## src/rtl/fracDivPkg.sv

```systemverilog
package fracDivPkg;

  // Strobes from the control half to the datapath half.
  typedef struct packed {
    logic clearAcc;   // load edge: zero phase and output level
    logic advance;    // enabled cycle with a valid ratio held
  } divCmd_t;

endpackage

```

## src/rtl/fracDivCtrl.sv

```systemverilog
module fracDivCtrl
  import fracDivPkg::*;
#(
  parameter int DATA_W      = 20,
  parameter bit TOGGLE_MODE = 1'b1
) (
  input  logic              clk,
  input  logic              rst,
  input  logic              enable,
  input  logic              loadStrobe,
  input  logic [DATA_W-1:0] mIn,
  input  logic [DATA_W-1:0] nIn,
  output divCmd_t           cmd,
  output logic [DATA_W-1:0] mCfg,
  output logic [DATA_W-1:0] nCfg,
  output logic              cfgError
);

  localparam int EXT_W = DATA_W + 1;

  logic             ratioOk;
  logic             cfgHeld;
  logic [EXT_W-1:0] mScaled;
  logic [EXT_W-1:0] nWide;

  // Toggle mode steps by 2M, so its ratio limit is half that of pulse mode.
  assign mScaled = TOGGLE_MODE ? {mIn, 1'b0} : {1'b0, mIn};
  assign nWide   = {1'b0, nIn};

  always_comb begin
    ratioOk = (mIn != '0) && (nIn != '0);
    if (TOGGLE_MODE) ratioOk = ratioOk && (mScaled <= nWide);
    else             ratioOk = ratioOk && (mScaled <  nWide);
  end

  always_ff @(posedge clk) begin
    if (rst) begin
      mCfg     <= '0;
      nCfg     <= '0;
      cfgHeld  <= 1'b0;
      cfgError <= 1'b0;
    end else if (loadStrobe) begin
      mCfg     <= mIn;
      nCfg     <= nIn;
      cfgHeld  <= ratioOk;
      cfgError <= !ratioOk;
    end
  end

  always_comb begin
    cmd.clearAcc = loadStrobe;
    cmd.advance  = !loadStrobe && enable && cfgHeld;
  end

  // Registered ratio only changes on a load edge.
  p_cfg_stable_r8 : assert property (@(posedge clk) disable iff (rst)
    !$past(loadStrobe) |-> ($stable(mCfg) && $stable(nCfg)));

  // An invalid held ratio never advances.
  p_no_run_on_error_r6 : assert property (@(posedge clk) disable iff (rst)
    cfgError |-> !cmd.advance);

endmodule

```

## src/rtl/fracDivPath.sv

```systemverilog
module fracDivPath
  import fracDivPkg::*;
#(
  parameter int DATA_W      = 20,
  parameter bit TOGGLE_MODE = 1'b1
) (
  input  logic              clk,
  input  logic              rst,
  input  divCmd_t           cmd,
  input  logic [DATA_W-1:0] mCfg,
  input  logic [DATA_W-1:0] nCfg,
  output logic              divClk,
  output logic              tick
);

  localparam int SUM_W = DATA_W + 1;

  logic [DATA_W-1:0] phaseAcc;
  logic [SUM_W-1:0]  stepInc;
  logic [SUM_W-1:0]  phaseSum;
  logic [SUM_W-1:0]  wrapped;
  logic              wrapHit;
  logic [DATA_W-1:0] phaseNext;

  assign stepInc  = TOGGLE_MODE ? {mCfg, 1'b0} : {1'b0, mCfg};
  assign phaseSum = {1'b0, phaseAcc} + stepInc;
  assign wrapHit  = phaseSum >= {1'b0, nCfg};
  assign wrapped  = phaseSum - {1'b0, nCfg};

  always_comb begin
    if (wrapHit) phaseNext = wrapped[DATA_W-1:0];
    else         phaseNext = phaseSum[DATA_W-1:0];
  end

  always_ff @(posedge clk) begin
    if (rst || cmd.clearAcc) phaseAcc <= '0;
    else if (cmd.advance)    phaseAcc <= phaseNext;
  end

  generate
    if (TOGGLE_MODE) begin : g_toggle
      logic levelQ;
      logic riseQ;
      always_ff @(posedge clk) begin
        if (rst || cmd.clearAcc) begin
          levelQ <= 1'b0;
          riseQ  <= 1'b0;
        end else if (cmd.advance) begin
          if (wrapHit) levelQ <= !levelQ;
          riseQ <= wrapHit && !levelQ;
        end else begin
          riseQ <= 1'b0;
        end
      end
      assign divClk = levelQ;
      assign tick   = riseQ;

      p_tick_on_rise_r4 : assert property (@(posedge clk) disable iff (rst)
        tick |-> (divClk && !$past(divClk)));
    end else begin : g_pulse
      logic pulseQ;
      always_ff @(posedge clk) begin
        if (rst || cmd.clearAcc) pulseQ <= 1'b0;
        else                     pulseQ <= cmd.advance && wrapHit;
      end
      assign divClk = pulseQ;
      assign tick   = pulseQ;
    end
  endgenerate

  // Phase always below the modulus whenever it is stepped.
  p_acc_in_range_r2 : assert property (@(posedge clk) disable iff (rst)
    cmd.advance |-> (phaseAcc < nCfg));

  // A tick only follows a stepped cycle.
  p_tick_needs_run_r9 : assert property (@(posedge clk) disable iff (rst)
    tick |-> $past(cmd.advance));

endmodule

```

## src/rtl/fracClockDiv.sv

```systemverilog
module fracClockDiv
  import fracDivPkg::*;
#(
  parameter int DATA_W      = 20,
  parameter bit TOGGLE_MODE = 1'b1
) (
  input  logic              clk,
  input  logic              rst,
  input  logic              enable,
  input  logic              loadStrobe,
  input  logic [DATA_W-1:0] mIn,
  input  logic [DATA_W-1:0] nIn,
  output logic              divClk,
  output logic              tick,
  output logic              cfgError
);

  divCmd_t           cmd;
  logic [DATA_W-1:0] mCfg;
  logic [DATA_W-1:0] nCfg;

  fracDivCtrl #(.DATA_W(DATA_W), .TOGGLE_MODE(TOGGLE_MODE)) u_ctrl (
    .clk(clk), .rst(rst), .enable(enable), .loadStrobe(loadStrobe),
    .mIn(mIn), .nIn(nIn), .cmd(cmd), .mCfg(mCfg), .nCfg(nCfg),
    .cfgError(cfgError)
  );

  fracDivPath #(.DATA_W(DATA_W), .TOGGLE_MODE(TOGGLE_MODE)) u_path (
    .clk(clk), .rst(rst), .cmd(cmd), .mCfg(mCfg), .nCfg(nCfg),
    .divClk(divClk), .tick(tick)
  );

  p_zero_load_flags_r6 : assert property (@(posedge clk) disable iff (rst)
    (loadStrobe && (mIn == '0 || nIn == '0)) |=> cfgError);

  p_err_quiet_r6 : assert property (@(posedge clk) disable iff (rst)
    cfgError |-> (!divClk && !tick));

  p_load_clears_r7 : assert property (@(posedge clk) disable iff (rst)
    $past(loadStrobe) |-> !tick);

endmodule

```

## config.mk

```make
export PLATFORM = sky130hd
export DESIGN_NAME = fracClockDiv
export DESIGN_NICKNAME = d
export VERILOG_FILES = /design/src/rtl/fracDivPkg.sv /design/src/rtl/fracDivCtrl.sv /design/src/rtl/fracDivPath.sv /design/src/rtl/fracClockDiv.sv
export SDC_FILE = /design/constraint.sdc
export NUM_CORES = 1
export LEC_CHECK = 0
export CELL_PAD_IN_SITES_DETAIL_PLACEMENT = 0
export CELL_PAD_IN_SITES_GLOBAL_PLACEMENT = 1
export CORE_MARGIN = 3
export CORE_UTILIZATION = 47
export DETAILED_ROUTE_END_ITERATION = 8
export GPL_ROUTABILITY_DRIVEN = 0
export PLACE_DENSITY_LB_ADDON = 0.1
export RECOVER_POWER = 25
export SYNTH_ARGS = -nofsm -noshare
export SYNTH_HDL_FRONTEND = slang
export SYNTH_HIERARCHICAL = 1
export SYNTH_SLANG_ARGS = --single-unit
```

## constraint.sdc

```tcl
create_clock -name clk -period 6.1 [get_ports clk]
set_input_delay 1.22 -clock clk [delete_from_list [all_inputs] [get_ports clk]]
set_output_delay 1.22 -clock clk [all_outputs]
set_load 0.02 [all_outputs]
```

Word level (Yosys, flattened, before mapping)

Cells that the tools add are included.

$add $sub $neg: 2
Order comparisons: 2
Mux-type cells: 1
Bitwise gates (word level): 1
Reduce and logical (&&, ||, !) cells: 13

Operator list:

| cell               | count |
|---|---|
| $reduce_bool 20->1 | 2 |
| $add 20x21->21     | 1 |
| $ge 21x20->1       | 1 |
| $le 21x20->1       | 1 |
| $mux 20            | 1 |
| $sub 20x20->20     | 1 |
| $logic_and 1x1->1  | 5 |
| $logic_not 1->1    | 3 |
| $reduce_and 2->1   | 1 |
| $reduce_or 2->1    | 1 |
| $logic_or 1x1->1   | 1 |
| $not 1->1          | 1 |

Register bits: 64
Logic and storage cells: 26

Depth between registers and ports, before layout

Word-level depth: 5
Depth in mapped cells: 19
Gate-level depth less buffers: 17

Cells and area by module

The synthesis kept the hierarchy.

Modules (own cells, without submodules):

| module      | times used | cells an instance | area an instance (um^2) |
|---|---|---|---|
| fracDivPath | 1          | 370               | 2790.2 |
| fracDivCtrl | 1          | 221               | 2073.2 |

Least setup slack after synthesis

No wires, ideal clock.

Kind: reg-to-reg
From: register u_ctrl.mCfg[0]
To: register u_path.phaseAcc[9]
Arrival time: 3.838 ns
Required time: 6.026 ns
Path slack: 2.188 ns
Cell stages (with the launch flop): 17
Clock period less this slack: 3.912 ns
Cell sequence: dfxtp_1 ha_1 fa_1 a21oi_1 o21ai_1 o21a_1 a311oi_1 o21ai_0 xor2_1 ha_1 o21ai_1 nand2_1 nand2_1 o31a_1 o311a_2 or3_1 a31oi_1

Word-level cells in the longest chain between the ends: 3

RTL lines:

| what                                                  | line                                 | RTL |
|---|---|---|
| from (decl)                                           | fracDivCtrl.sv:14                    | `output logic [DATA_W-1:0] mCfg,` |
| from (signal assigned)                                | fracDivCtrl.sv:43                    | `mCfg <= mIn;` |
| $add 20x21->21 (*)                                    | fracDivPath.sv:26                    | `assign phaseSum = {1'b0, phaseAcc} + stepInc;` |
| $sub 20x20->20 / $ge 21x20->1 (equally long branches) | fracDivPath.sv:28, fracDivPath.sv:27 |  |
| $mux 20 (*)                                           | fracDivPath.sv:31                    | `if (wrapHit) phaseNext = wrapped[DATA_W-1:0];` |
| to (signal assigned)                                  | fracDivPath.sv:37                    | `else if (cmd.advance) phaseAcc <= phaseNext;` |
| to (decl)                                             | fracDivPath.sv:18                    | `logic [DATA_W-1:0] phaseAcc;` |

Every way passes the cells marked *; elsewhere a longest branch is shown, timed or not.
A chain may end at the register's enable or synchronous reset.

Final worst setup path

From: register u_ctrl.mCfg[0]
To: register u_path.phaseAcc[12]

The elaborated chain is that of the path after synthesis.

==> impl_metrics.csv <==
group,metric,value,unit
run_status,status,"finished with violations",
run_status,violations,"capacitance limit, slew limit",
floorplanning,pin_count,47,
placement,dp_hpwl,10400,um
clock_tree,post-cts-setup-buffer-count,0,
power_and_ir_drop,p_total,1.28,mW
drt,drt_iter0_drc,237,
worst_setup_path,cp-startpoint,"u_ctrl/mCfg[0]$_SDFFE_PP0P_",
power_and_ir_drop,power_frac_seq,0.350,
worst_setup_path,worstPathCellList,"ha_1 > fa_1 > a21oi_1 > o21ai_1 > o21a_1 > a311oi_1 > o21ai_0 > xor2_1 > ha_1 > o21ai_1 > nand2_1 > nand2_1 > o31a_1 > o311ai_4 > o311ai_0 > a31oi_1",
power_and_ir_drop,switching_share,0.314,
worst_setup_path,regToRegStartpoint,"u_ctrl/mCfg[0]$_SDFFE_PP0P_",
logic_synthesis,syn_avg_cell_area,8.23,um2
clock_tree,numCtsBuffers,9,
clock_tree,path_clk_slew,80,ps
timing,fin_crit,4540,ps
final_layout,diodes,0,
timing,drv_slew,48,
worst_setup_path,required,6380,ps
power_and_ir_drop,peakVddDrop,0.127,mV
logic_synthesis,ys_seq_area_frac,0.263,
worst_setup_path,start_kind,"register",
logic_synthesis,synthCells,591,
global_routing,grt_max_degree,48,
final_layout,drive_above_1_share,0.0535,
floorplanning,start_util,0.491,
clock_tree,clk_latency,350,ps
worst_setup_path,endpoint,"u_path/phaseAcc[12]$_SDFFE_PP0P_",
floorplanning,die_x,108,um
worst_setup_path,critPathArrivalTime,4820,ps
worst_setup_path,rr_endpoint,"u_path/phaseAcc[12]$_SDFFE_PP0P_",
power_and_ir_drop,switchingPower,401,uW
logic_synthesis,synth_edf_count,0,
timing,max_freq,0.220,GHz
power_and_ir_drop,p_comb_frac,0.282,
clock_tree,cts_root_buf,"clkbuf_8",
global_routing,gr-usage-met2,0.428,
floorplanning,die_h,108,um
logic_synthesis,synth_common_cells,"dfxtp_1 (64), nor2_1 (61), ha_1 (58)",
logic_synthesis,synth_area_leaders,"dfxtp_1 (26%), ha_1 (15%), mux2i_1 (9.1%), nor2_1 (4.7%), a21oi_1 (4.3%)",
timing,fin_crit_sh,0.745,
logic_synthesis,async_flop_share,0,
power_and_ir_drop,p_leak,2.55,nW
timing,worst_slew_pin_slew,3140,ps
logic_synthesis,syn-num-nets,695,
final_layout,fillers,950,
timing,rsz0062_at_grt,"false",
worst_setup_path,slowest_stage,"o311ai_4",
clock_tree,cts.sinks,64,
worst_setup_path,cp-end-kind,"register",
logic_synthesis,syn-cell-area,4860,um2
global_routing,first_global_vias,4258,
global_routing,busiest_layer,"met2",
power_and_ir_drop,clkPwrFrac,0.368,
power_and_ir_drop,power_density,226,nW/um2
worst_setup_path,critPathKind,"reg -> reg",
final_layout,syn_to_final_growth,16.4,%
final_layout,fin_nets,735,
global_routing,antenna_found_initial,0,
logic_synthesis,ys_warn_count,6,
timing,tns,0,ps
global_routing,overflow,0,
logic_synthesis,synth_area_leader_cell,"dfxtp_1",
global_routing,track_usage,0.244,
worst_setup_path,reg2reg_depth,16,
job,drv_cap,1,
drt,wire_per_inst,17.4,um
power_and_ir_drop,p_int,877,uW
drt,vias_per_cell,5.64,
clock_tree,cts-htree-levels,3,
logic_synthesis,synthDistinctLibCells,62,
hold_path,hold_class,"reg -> reg",
drt,routed_wl,13400,um
logic_synthesis,synth_ff_type,"dfxtp_1",
floorplanning,rows,36,
timing,hold_viol_final,0,
timing,setup_violations,0,
clock_tree,cts_buffer_depth,2,
floorplanning,core_area,9910,um2
timing,clock_skew,11.9,ps
logic_synthesis,ys_ff_latch,64,
clock_tree,cts_hold_buf,0,
drt,drc_errors,0,
global_routing,met1_usage,0.305,
clock_tree,post_cts_resized,0,
timing,slew_headroom,-1.09,
floorplanning,dieArea,11600,um2
placement,place.port_buffers,46,
clock_tree,cts_tree,"yes",
drt,drtAntennaViolNets,0,
worst_setup_path,cpPeakStageDelay,720,ps
global_routing,grt_use_met3,0.0408,
drt,first_pass_iters,5,
logic_synthesis,synthMostInstantiatedCell,"dfxtp_1",
worst_setup_path,cp_max_fo,18,
logic_synthesis,synth.top_cell.area_share,0.263,
global_routing,grt_pass1_wl,21800,um
worst_setup_path,reg2reg_slack,1560,ps
drt,dr_total_vias,4338,
[kinds of logic after synthesis]
family,share of synthesized area
AND/OR/NAND/NOR,0.157
AO/OA/AOI/OAI,0.216
buffers and inverters,0.0620
flip-flops,0.263
adder cells (fa/ha/maj),0.157
multiplexers,0.0952
XOR/XNOR,0.0486
[power groups by stage]
stage	Sequential, mW	Combinational (mW)	Clock, mW
floorplan	0.453	0.261	0
global placement	0.457	0.351	0
detailed placement	0.458	0.355	0
CTS	0.448	0.358	0.480
global route	0.449	0.403	0.500
finish	0.447	0.360	0.471
[layer usage]
metal	share of wire	wire (um)
met1	0.45	5990
met2	0.50	6670
met3	0.034	455
met4	0.019	250
met5	0	0
[layout make-up]
| cell class | count | area [um2] | share of cell area |
|---|---|---|---|
| Clock inverter | 6 | 115 | 0.0203 |
| Clock buffer | 10 | 138 | 0.0243 |
| Timing Repair Buffer | 50 | 482 | 0.0851 |
| Multi-Input combinational cell | 453 | 3280 | 0.579 |
| Sequential cell | 64 | 1280 | 0.226 |
| Tap cell | 133 | 166 | 0.0294 |
| Inverter | 53 | 199 | 0.0351 |
[cell usage in the layout (no fill, tap or decap), types with 8 or more instances in the layout]
master,synthesis,final
nor4_1,14,14
o21ai_0,30,30
clkbuf_8,0,10
nand3_1,10,10
ha_1,58,58
dfxtp_1,64,64
nand2_1,43,43
clkdlybuf4s50_1,0,45
a21oi_1,42,42
mux2i_1,44,44
nor2_1,61,61
a21o_1,13,13
inv_1,52,52
nand4_1,11,11
a31oi_1,18,18
xnor2_1,19,19
xor2_1,8,8
[metrics by stage]
| step | instances | cell area [um2] | hold WS, ps | setup WS (ps) | util |
|---|---|---|---|---|---|
| floorplan | 591 | 4860 | 460 | 2190 | - |
| global route | 769 | 5660 | 516 | 1140 | 0.571 |
| finish | 769 | 5660 | 489 | 1560 | 0.571 |
| detailed placement | 753 | 5410 | 473 | 1560 | 0.546 |
| global placement | 753 | 5410 | 467 | 1610 | 0.546 |
| CTS | 769 | 5670 | 484 | 1520 | 0.572 |
[sequential cells by signal, summed over array words and instances, names as in the netlist]
register         cells
u_path/phaseAcc     20
u_ctrl/mCfg         20
u_path/divClk        1
u_ctrl/nCfg         20
u_path/tick          1
u_ctrl/cfgHeld       1
u_ctrl/cfgError      1
[worst min-delay path by stage]
stage / startpoint / cells after the start / slack [ps] / end
floorplan: u_ctrl/nCfg[10]$_SDFFE_PP0P_ / 2 / 460 / u_ctrl/nCfg[10]$_SDFFE_PP0P_
global placement: u_path/divClk$_SDFFE_PP0P_ / 1 / 470 / u_path/tick$_SDFF_PP0_
detailed placement: u_path/divClk$_SDFFE_PP0P_ / 1 / 470 / u_path/tick$_SDFF_PP0_
CTS: u_path/divClk$_SDFFE_PP0P_ / 1 / 480 / u_path/tick$_SDFF_PP0_
global route: u_ctrl/cfgError$_SDFFE_PP0P_ / 2 / 520 / u_ctrl/cfgError$_SDFFE_PP0P_
finish: u_path/divClk$_SDFFE_PP0P_ / 1 / 490 / u_path/tick$_SDFF_PP0_
[worst max-delay path: cells and delay by family, from the launching register on]
family / cells / cell delay, ps
AND/OR/NAND/NOR: 2 / 200
AO/OA/AOI/OAI: 10 / 2690
XOR/XNOR: 1 / 180
adder cells (fa/ha/maj): 3 / 1080
flip-flops: 1 / 320
Power figures use the tool's default switching activity.
